<file path="src/rtl/twr_pkg.sv">
`timescale 1ns/1ps
package twr_pkg;
    typedef enum logic [3:0] {
        ST_IDLE,
        ST_ADDR,
        ST_ACK_ADR,
        ST_WPTR,
        ST_WDATA,
        ST_ACK_WR,
        ST_RDATA,
        ST_RACK
    } twr_state_e;
endpackage

</file>
<file path="src/rtl/twr_sync.sv">
`timescale 1ns/1ps
// Multi-stage synchronizer for the bus lines, plus one extra stage of history
// so that edges can be found. Lines reset to the idle-high level.
module twr_sync #(
    parameter int WIDTH  = 2,
    parameter int STAGES = 2
) (
    input  logic             clk,
    input  logic             rst_n,
    input  logic [WIDTH-1:0] din,
    output logic [WIDTH-1:0] dout,
    output logic [WIDTH-1:0] dout_q
);
    logic [STAGES-1:0][WIDTH-1:0] pipe;
    logic [WIDTH-1:0]             hist;

    always_ff @(posedge clk or negedge rst_n) begin
        if (!rst_n) begin
            pipe <= '1;
            hist <= '1;
        end else begin
            pipe <= {pipe[STAGES-2:0], din};
            hist <= pipe[STAGES-1];
        end
    end

    assign dout   = pipe[STAGES-1];
    assign dout_q = hist;
endmodule

</file>
<file path="src/rtl/twr_cond.sv">
`timescale 1ns/1ps
// Bus condition decode from current and previous synchronized levels.
module twr_cond (
    input  logic scl,
    input  logic scl_q,
    input  logic sda,
    input  logic sda_q,
    output logic start,
    output logic stop,
    output logic rise,
    output logic fall
);
    always_comb begin
        start = scl & scl_q & sda_q & ~sda;
        stop  = scl & scl_q & ~sda_q & sda;
        rise  = scl & ~scl_q;
        fall  = ~scl & scl_q;
    end
endmodule

</file>
<file path="src/rtl/twr_ptr.sv">
`timescale 1ns/1ps
// Register pointer: clear beats load beats increment; wraps at COUNT-1.
module twr_ptr #(
    parameter int COUNT = 20,
    parameter int W     = $clog2(COUNT)
) (
    input  logic         clk,
    input  logic         rst_n,
    input  logic         clr,
    input  logic         load,
    input  logic [7:0]   load_val,
    input  logic         inc,
    output logic [W-1:0] ptr
);
    localparam logic [W-1:0] LAST = W'(COUNT - 1);

    always_ff @(posedge clk or negedge rst_n) begin
        if (!rst_n) begin
            ptr <= '0;
        end else if (clr) begin
            ptr <= '0;
        end else if (load) begin
            ptr <= (int'(load_val) < COUNT) ? load_val[W-1:0] : '0;
        end else if (inc) begin
            ptr <= (ptr == LAST) ? '0 : ptr + 1'b1;
        end
    end

    p_ptr_range_r6: assert property (@(posedge clk) disable iff (!rst_n)
        int'(ptr) < COUNT)
        else $error("pointer out of window");

    p_pf_clear_r9: assert property (@(posedge clk) disable iff (!rst_n)
        clr |=> (ptr == '0))
        else $error("pointer not cleared by power-fail");
endmodule

</file>
<file path="src/rtl/twire_reg_slave.sv">
`timescale 1ns/1ps
module twire_reg_slave
    import twr_pkg::*;
#(
    parameter logic [6:0] DEV_ADDR    = 7'h68,
    parameter int         REG_COUNT   = 20,
    parameter int         SYNC_STAGES = 2,
    parameter int         ADDR_W      = $clog2(REG_COUNT)
) (
    input  logic              clk,
    input  logic              rst_n,
    input  logic              pwr_fail,
    input  logic              scl_in,
    input  logic              sda_in,
    output logic              sda_pull,
    output logic [ADDR_W-1:0] reg_addr,
    output logic              reg_we,
    output logic [7:0]        reg_wdata,
    input  logic [7:0]        reg_rdata
);
    localparam int               BYTE_BITS = 8;
    localparam int               CNT_W     = $clog2(BYTE_BITS + 1);
    localparam logic [CNT_W-1:0] CNT_FULL  = CNT_W'(BYTE_BITS);

    logic [1:0] bus_s, bus_q;
    logic       scl_s, sda_s, scl_q, sda_q;
    logic       cond_start, cond_stop, scl_rise, scl_fall;

    twr_sync #(.WIDTH(2), .STAGES(SYNC_STAGES)) u_sync (
        .clk    (clk),
        .rst_n  (rst_n),
        .din    ({scl_in, sda_in}),
        .dout   (bus_s),
        .dout_q (bus_q)
    );

    assign scl_s = bus_s[1];
    assign sda_s = bus_s[0];
    assign scl_q = bus_q[1];
    assign sda_q = bus_q[0];

    twr_cond u_cond (
        .scl   (scl_s),
        .scl_q (scl_q),
        .sda   (sda_s),
        .sda_q (sda_q),
        .start (cond_start),
        .stop  (cond_stop),
        .rise  (scl_rise),
        .fall  (scl_fall)
    );

    twr_state_e       state_q, state_d;
    logic [7:0]       shreg, txreg;
    logic [CNT_W-1:0] bitcnt;
    logic             rd_mode;
    logic             byte_end;
    logic             ptr_load, ptr_inc;

    assign byte_end = scl_fall && (bitcnt == CNT_FULL);

    // State register
    always_ff @(posedge clk or negedge rst_n) begin
        if (!rst_n) state_q <= ST_IDLE;
        else        state_q <= state_d;
    end

    // Next state
    always_comb begin
        state_d = state_q;
        if (pwr_fail) begin
            state_d = ST_IDLE;
        end else if (cond_start) begin
            state_d = ST_ADDR;
        end else if (cond_stop) begin
            state_d = ST_IDLE;
        end else begin
            unique case (state_q)
                ST_IDLE:    state_d = ST_IDLE;
                ST_ADDR:    if (byte_end)
                                state_d = (shreg[7:1] == DEV_ADDR) ? ST_ACK_ADR : ST_IDLE;
                ST_ACK_ADR: if (scl_fall) state_d = rd_mode ? ST_RDATA : ST_WPTR;
                ST_WPTR:    if (byte_end) state_d = ST_ACK_WR;
                ST_WDATA:   if (byte_end) state_d = ST_ACK_WR;
                ST_ACK_WR:  if (scl_fall) state_d = ST_WDATA;
                ST_RDATA:   if (byte_end) state_d = ST_RACK;
                ST_RACK:    if (scl_rise && sda_s) state_d = ST_IDLE;
                            else if (scl_fall)     state_d = ST_RDATA;
                default:    state_d = ST_IDLE;
            endcase
        end
    end

    // Shift registers and bit counter
    always_ff @(posedge clk or negedge rst_n) begin
        if (!rst_n) begin
            shreg   <= '0;
            txreg   <= '0;
            bitcnt  <= '0;
            rd_mode <= 1'b0;
        end else if (pwr_fail || cond_start) begin
            bitcnt <= '0;
        end else if (scl_rise) begin
            shreg <= {shreg[6:0], sda_s};
            if (bitcnt != CNT_FULL) bitcnt <= bitcnt + 1'b1;
        end else if (scl_fall) begin
            if (state_d != state_q) bitcnt <= '0;
            if (state_q == ST_ADDR && byte_end) rd_mode <= shreg[0];
            if (state_d == ST_RDATA && state_q != ST_RDATA) txreg <= reg_rdata;
            else if (state_q == ST_RDATA) txreg <= {txreg[6:0], 1'b0};
        end
    end

    // Outputs
    always_comb begin
        sda_pull = 1'b0;
        unique case (state_q)
            ST_ACK_ADR, ST_ACK_WR: sda_pull = 1'b1;
            ST_RDATA:              sda_pull = ~txreg[7];
            default:               sda_pull = 1'b0;
        endcase
        if (pwr_fail) sda_pull = 1'b0;
        reg_we    = (state_q == ST_WDATA) && byte_end && !pwr_fail;
        reg_wdata = shreg;
        ptr_load  = (state_q == ST_WPTR) && byte_end && !pwr_fail;
        ptr_inc   = (state_q == ST_WDATA || state_q == ST_RDATA) && byte_end && !pwr_fail;
    end

    twr_ptr #(.COUNT(REG_COUNT), .W(ADDR_W)) u_ptr (
        .clk      (clk),
        .rst_n    (rst_n),
        .clr      (pwr_fail),
        .load     (ptr_load),
        .load_val (shreg),
        .inc      (ptr_inc),
        .ptr      (reg_addr)
    );

    p_start_addr_r1: assert property (@(posedge clk) disable iff (!rst_n)
        (cond_start && !pwr_fail) |=> (state_q == ST_ADDR))
        else $error("start not followed by address phase");

    p_stop_idle_r1: assert property (@(posedge clk) disable iff (!rst_n)
        (cond_stop && !pwr_fail) |=> (state_q == ST_IDLE && !sda_pull))
        else $error("stop not followed by idle");

    p_sda_stable_r2: assert property (@(posedge clk) disable iff (!rst_n)
        (!pwr_fail && !$past(pwr_fail) && (sda_pull != $past(sda_pull))) |-> !scl_s)
        else $error("data line changed while clock high");

    p_addr_miss_r3: assert property (@(posedge clk) disable iff (!rst_n)
        (state_q == ST_ADDR && byte_end && !pwr_fail && shreg[7:1] != DEV_ADDR) |=> !sda_pull)
        else $error("foreign address acknowledged");

    p_we_inc_r6: assert property (@(posedge clk) disable iff (!rst_n)
        reg_we |=> (reg_addr == (($past(reg_addr) == ADDR_W'(REG_COUNT - 1)) ?
                                 '0 : $past(reg_addr) + 1'b1)))
        else $error("pointer did not advance after write");

    p_pf_quiet_r10: assert property (@(posedge clk) disable iff (!rst_n)
        pwr_fail |-> !reg_we)
        else $error("write during power-fail");
endmodule

</file>
<file path="config.mk">
export PLATFORM = sky130hd
export DESIGN_NAME = twire_reg_slave
export DESIGN_NICKNAME = d
export VERILOG_FILES = /design/src/rtl/twr_pkg.sv /design/src/rtl/twr_sync.sv /design/src/rtl/twr_cond.sv /design/src/rtl/twr_ptr.sv /design/src/rtl/twire_reg_slave.sv
export SDC_FILE = /design/constraint.sdc
export NUM_CORES = 1
export LEC_CHECK = 0
export BUFFER_PORTS_ARGS = -buffer_cell sky130_fd_sc_hd__buf_2
export CAP_MARGIN = 30
export CORE_MARGIN = 4
export CORE_UTILIZATION = 35
export CTS_CLUSTER_DIAMETER = 100
export DETAILED_ROUTE_END_ITERATION = 8
export SLEW_MARGIN = 30
export SYNTH_ARGS = -nofsm -noshare
export SYNTH_HDL_FRONTEND = slang
export SYNTH_SLANG_ARGS = --single-unit
export TNS_END_PERCENT = 50
</file>
<file path="constraint.sdc">
create_clock -name clk -period 3.65 [get_ports clk]
set_input_delay 0.5475 -clock clk [delete_from_list [all_inputs] [get_ports clk]]
set_output_delay 0.5475 -clock clk [all_outputs]
set_load 0.01 [all_outputs]
</file>
Word-level counts from Yosys, hierarchy flattened. Index checks and enable logic that the tools add are counted.

Flip-flop bits (word level): 36. Input bits: 13. Output and inout port bits: 15. Word-level logic and storage cells: 91.

$add $sub $neg: 2. $lt $le $gt $ge: 1. Equality and inequality tests: 15. Muxes and demuxes: 27. Bitwise logic cells: 14. Reduce and logical (&&, ||, !) cells: 23.

Operators by type and width (count): 4-bit two-way mux (15); 5-bit two-way mux (5); 4-bit one-hot mux with 6 select lines (1); 4-bit by 3-bit equality test with 1-bit output, second input constant (5); 8-bit two-way mux (2); 1-bit logical AND (10); 3-bit nonzero test (3); 4-bit by 2-bit equality test with 1-bit output, second input constant (2); 8-bit by 5-bit less-than comparator with 1-bit output, second input constant (1); 4-bit AND reduction (2); 1-bit AND (7); 7-bit equality test, second input constant (1); 1-bit inverter (7); 5-bit by 1-bit adder with 5-bit output, second input constant (1); 5-bit equality test, second input constant (1); 4-bit by 1-bit adder with 4-bit output, second input constant (1); 4-bit by 1-bit equality test with 1-bit output, second input constant (1); 4-bit equality test, second input constant (1); 4-bit by 3-bit != test with 1-bit output, second input constant (1); 4-bit != test (1); 4-bit != test, second input constant (1); 2-bit OR reduction (2); 3-bit two-way mux (1); 3-bit by 1-bit != test with 1-bit output, second input constant (1); other kinds (8) (9).

Logic depth before layout (Yosys ltp).
Depth after elaboration: 13. Mapped depth: 11. Mapped depth without buffers: 9.

Hierarchy. Synthesis repeated with hierarchy kept, for this count alone.

Cell total of the unflattened synthesis: 201. Area, all modules: 2039.5 µm².

By module, submodules not included: twire_reg_slave (times used 1, cells each 150, area each 1488.9 µm², seq. area each 625.6 µm²); twr_ptr (times used 1, cells each 39, area each 345.3 µm², seq. area each 125.1 µm²); twr_sync (times used 1, cells each 8, area each 172.7 µm², seq. area each 157.7 µm²); twr_cond (times used 1, cells each 4, area each 32.5 µm², seq. area each 0.0 µm²).

Worst setup path before layout. OpenSTA, ideal clock, no wires.

Path kind: register to register. Start point: reg u_sync.hist[1], in the netlist u_sync.dout_q[1]. End point: reg txreg[1]. Library setup time: 0.122 ns. Arrival: 2.181 ns. Required time: 3.528 ns. Setup slack: 1.348 ns. Cell stages (with the launch flop): 11. Buffers on the path: 2. Period minus slack after synthesis: 2.302 ns. Cell sequence: dfstp_2 > inv_1 > ha_1 > a21o_1 > a211oi_2 > nor4b_2 > o211a_1 > buf_6 > o21ba_1 > buf_4 > o22a_1.

Word-level cells in the longest chain between the ends: 12. Elaborated cells between the ends (all ways): 29. Those cells by class: eq/ne (1); mux (12); bitwise (10); reduce/logical (6).

Ends and longest elaborated chain: start: declaration (RTL line twr_sync.sv:15) `logic [WIDTH-1:0] hist;`; start signal: assignment (RTL line twr_sync.sv:23) `hist <= pipe[STAGES-1];`; 1-bit inverter (RTL line twr_cond.sv:16) `rise = scl & ~scl_q;`; 1-bit AND (RTL line twr_cond.sv:16); 1-bit logical AND (RTL line twire_reg_slave.sv:87) `ST_RACK: if (scl_rise && sda_s) state_d = ST_IDLE;`; 4-bit two-way mux (RTL line twire_reg_slave.sv:87); 4-bit one-hot mux with 6 select lines (RTL line twire_reg_slave.sv:78) `unique case (state_q)`; 4-bit two-way mux (RTL line twire_reg_slave.sv:75) `end else if (cond_stop) begin`; 4-bit two-way mux (RTL line twire_reg_slave.sv:73) `end else if (cond_start) begin`; 4-bit two-way mux (RTL line twire_reg_slave.sv:71) `if (pwr_fail) begin`; 4-bit by 3-bit equality test with 1-bit output (RTL line twire_reg_slave.sv:109) `if (state_d == ST_RDATA && state_q != ST_RDATA) txreg <= reg_rdata;`; 1-bit logical AND (RTL line twire_reg_slave.sv:109); 2-bit nonzero test (no line); 4-bit AND reduction (no line); end signal: assignment (RTL line twire_reg_slave.sv:109); end signal: assignment (RTL line twire_reg_slave.sv:110) `else if (state_q == ST_RDATA) txreg <= {txreg[6:0], 1'b0};`; end: declaration (RTL line twire_reg_slave.sv:54) `logic [7:0] shreg, txreg;`.

Several ways; a longest one is shown, not always the timed one. A chain may end at the register's enable or synchronous reset.

Final worst setup path.
Start point: reg u_sync.pipe (netlist bit u_sync.dout[1]). End point: reg txreg[3].

Word-level cells in the longest chain between the ends: 12. Elaborated cells between the ends (all ways): 29. Those cells by class: eq/ne (1); mux (12); bitwise (10); reduce/logical (6).

Ends and longest elaborated chain: start: declaration (RTL line twr_sync.sv:14) `logic [STAGES-1:0][WIDTH-1:0] pipe;`; start signal: assignment (RTL line twr_sync.sv:22) `pipe <= {pipe[STAGES-2:0], din};`; 1-bit inverter (RTL line twr_cond.sv:17) `fall = ~scl & scl_q;`; 1-bit AND (RTL line twr_cond.sv:17); 4-bit two-way mux / 1-bit logical AND (equally long branches) (RTL line twire_reg_slave.sv:88, twire_reg_slave.sv:60); 4-bit two-way mux, on equally long branches; 4-bit one-hot mux with 6 select lines (RTL line twire_reg_slave.sv:78); 4-bit two-way mux (RTL line twire_reg_slave.sv:75); 4-bit two-way mux (RTL line twire_reg_slave.sv:73); 4-bit two-way mux (RTL line twire_reg_slave.sv:71); 4-bit by 3-bit equality test with 1-bit output (RTL line twire_reg_slave.sv:109); 1-bit logical AND (RTL line twire_reg_slave.sv:109); 2-bit nonzero test (no line); 4-bit AND reduction (no line).

Several ways; a longest one is shown, not always the timed one.

==> results.py <==
metrics = {
    "status": {
        "status": "complete, no violations",
    },
    "yosys": {
        "synth_top_cell_area_share_pct": 33.7,
        "synth.cell_area_um2": 2230,
        "synth_compound_area_share_pct": 22.9,
        "synth_seq_cells": 36,
        "yosysUniqueCellTypes": 66,
        "synth_edf_count": 0,
        "synthXorXnorAreaFrac_pct": 0.787,
        "yosys.area_share.simple_pct": 22.7,
        "yosysSeqAreaShare_pct": 40.8,
        "netlist_instances": 231,
        "synth_top_area_cell": "dfrtp_1",
        "synth_fa_ha_area_share_pct": 3.37,
        "synth_top_family_by_area": "compound AO/OA/AOI/OAI gates",
        "yosys_warnings": 0,
        "yosys-top-cells-area": "dfrtp_1 34%, dfstp_2 7.1%, nor2_1 4.6%",
        "ys.flop_type": "dfrtp_1",
        "syn_area_per_cell_um2": 9.64,
        "synthMuxAreaShare_pct": 4.04,
        "syn_nets": 250,
        "async_flop_share_pct": 100,
    },
    "timing": {
        "finalMaxSlewViolations": 0,
        "max_freq_mhz": 386,
        "max_slew_margin_pct": 37.1,
        "period_minus_slack_ps": 2590,
        "finalClockSkew_ps": 6.42,
        "post-route-period-util_pct": 70.9,
        "setup_ws_ps": 1060,
        "finalSetupViolations": 0,
        "holdWs_ps": 357,
        "hold_violations": 0,
        "tns_ps": 0,
        "worst_pin_slew_ps": 937,
        "rsz0062_at_grt": "false",
    },
    "floorplanning": {
        "io_pins": 28,
        "die_area_um2": 7700,
        "fp.dieW_um": 87.8,
        "num_rows": 28,
        "die_y_um": 87.8,
        "core_um2": 6060,
        "initial_core_util_pct": 36.7,
    },
    "worst_setup_path": {
        "worstSetupPathType": "reg -> reg",
        "cp.required_ps": 3870,
        "worstPathArrival_ps": 2810,
        "start_kind": "flip-flop",
        "crit_path_end_kind": "flip-flop",
        "path_max_fanout": 9,
    },
    "clocking": {
        "cts_sinks": 36,
        "cts-root-buf": "clkbuf_8",
        "cts_tree": "built",
        "clockBufferDepth": 2,
        "numCtsBuffers": 5,
        "clock_latency_ps": 280,
        "cts_resized": 0,
        "htree_num_levels": 2,
        "clk_pin_slew_worst_paths_ps": 70,
        "cts_setup_buffers": 0,
        "postCtsHoldBufs": 0,
    },
    "grt": {
        "antenna_found_initial": 0,
        "overflow": 0,
        "grtUsageTotal_pct": 14.3,
        "grt_first_pass_wirelength_um": 8760,
        "grt_pass1_vias": 1827,
        "grt_max_degree": 37,
    },
    "finish": {
        "finalInstanceArea_um2": 2490,
        "syn2layout_area_growth_pct": 11.9,
        "final_common_cell": "dfrtp_1",
        "final_cells": 330,
        "diodes": 0,
        "regArea_um2": 908,
        "utilization_pct": 41.1,
        "fin_nets": 273,
        "drive_gt1_share_pct": 23.1,
        "fill_cells": 619,
        "final_cell_mix": "30 x dfrtp_1, 27 x nor2_1, 27 x buf_2, 15 x nand2_1, 14 x a21oi_1",
        "multi_input_comb_area_um2": 1200,
    },
    "route": {
        "num_vias": 1827,
        "drt-wirelength-per-cell_um": 15.3,
        "drtIter0Drc": 126,
        "viasPerCell": 5.54,
        "first_pass_iters": 4,
        "drtAntennaViolNets": 0,
        "totalWireLength_um": 5070,
        "drc": 0,
    },
    "power": {
        "p_comb_share_pct": 15.3,
        "p_per_area_nw_per_um2": 398,
        "ir_worst_vdd_v": 0.000219,
        "clkPwrFrac_pct": 34.2,
        "finalPower_uw": 991,
        "p_leak_nw": 1.12,
        "pwr-share-seq_pct": 50.5,
        "power.switching_uw": 271,
        "sw_frac_of_total_pct": 27.4,
        "internal_power_uw": 720,
    },
    "placed_design": {
        "pre_cts_slack_ps": 1060,
        "portBuffers": 27,
        "place_area_um2": 2380,
        "hpwl_um": 3710,
        "placedCellCount": 322,
        "gp_congestion": 0.893,
    },
    "run": {
        "maxCapViolCount": 0,
    },
    "worst_hold_path": {
        "hold_path_class": "in -> async",
    },
}
-- power groups by stage --
stage	registers (mW)	logic (mW)	clock network [mW]
4_1_cts	0.501	0.155	0.350
3_3_place_gp	0.508	0.153	0
2_1_floorplan	0.508	0.0749	0
3_5_place_dp	0.508	0.155	0
6_report	0.500	0.151	0.339
5_1_grt	0.511	0.169	0.367
-- registers in the layout, summed over array words and instances, names as in the netlist --
signal	flops
u_sync.dout	2
bitcnt	4
u_sync.dout_q	2
u_sync.pipe	2
rd_mode	1
state_q	4
reg_wdata	8
txreg	8
u_ptr.ptr	5
-- area by class of cell --
class                   instances  share of cell area [%]
multi-input cells             172                    48.2
inverters                      12                    1.81
repair buffers                 27                    5.42
well taps                      75                    3.77
flip-flops and latches         36                    36.5
clock buffers                   6                    2.91
clock inverters                 2                    1.41
-- Yosys cell counts, types with 3 or more instances --
| library cell | instances |
|---|---|
| nor3_1 | 6 |
| o22a_1 | 7 |
| o21ai_0 | 8 |
| dfrtp_1 | 30 |
| a21oi_1 | 14 |
| inv_1 | 11 |
| nand2_1 | 15 |
| nor2_1 | 27 |
| nand3_1 | 9 |
| a22oi_1 | 4 |
| mux2_2 | 7 |
| buf_4 | 4 |
| a311oi_1 | 3 |
| ha_1 | 6 |
| nor2b_1 | 6 |
| clkbuf_1 | 4 |
| and3_1 | 3 |
| dfstp_2 | 6 |
-- metal layers --
layer / GRT usage, % / routed length, µm
met5: 0 / 0
met2: 23.4 / 2410
met4: 5.30 / 63
met3: 3.10 / 229
met1: 18.4 / 2360
-- critical path: stages, from the launching register on --
cell,delay (ps)
dfstp_2,560
inv_1,50
ha_1,240
and4b_1,250
a22o_1,240
nor4b_2,310
o211a_1,350
o21ba_1,350
o22a_1,180
-- logic make-up (layout without fill, tap and decap cells) --
family,after synthesis,after routing
buffers and inverters,23,47
XOR/XNOR,2,2
AND/OR/NAND/NOR,91,91
AO/OA/AOI/OAI,64,64
adder cells (fa/ha/maj),6,6
flip-flops,36,36
other,1,1
multiplexers,8,8
-- path summary, 6_finish.rpt --
check	start	slack, ps	end	depth (start not counted)
max in group asynchronous	rst_n	2780	u_ptr.ptr[2]$_DFFE_PN0P_	1
worst min-delay path	rst_n	360	state_q[3]$_DFF_PN0_	1
worst max-delay path	u_sync.dout[1]$_DFF_PN1_	1060	txreg[3]$_DFFE_PN0P_	8
worst max register to register	u_sync.dout[1]$_DFF_PN1_	1060	txreg[3]$_DFFE_PN0P_	8
min in group clk	u_sync.pipe[0]$_DFF_PN1_	360	u_sync.dout[0]$_DFF_PN1_	0
worst min register to register	u_sync.pipe[0]$_DFF_PN1_	360	u_sync.dout[0]$_DFF_PN1_	0
No activity file was read; power rests on OpenSTA's default activity.
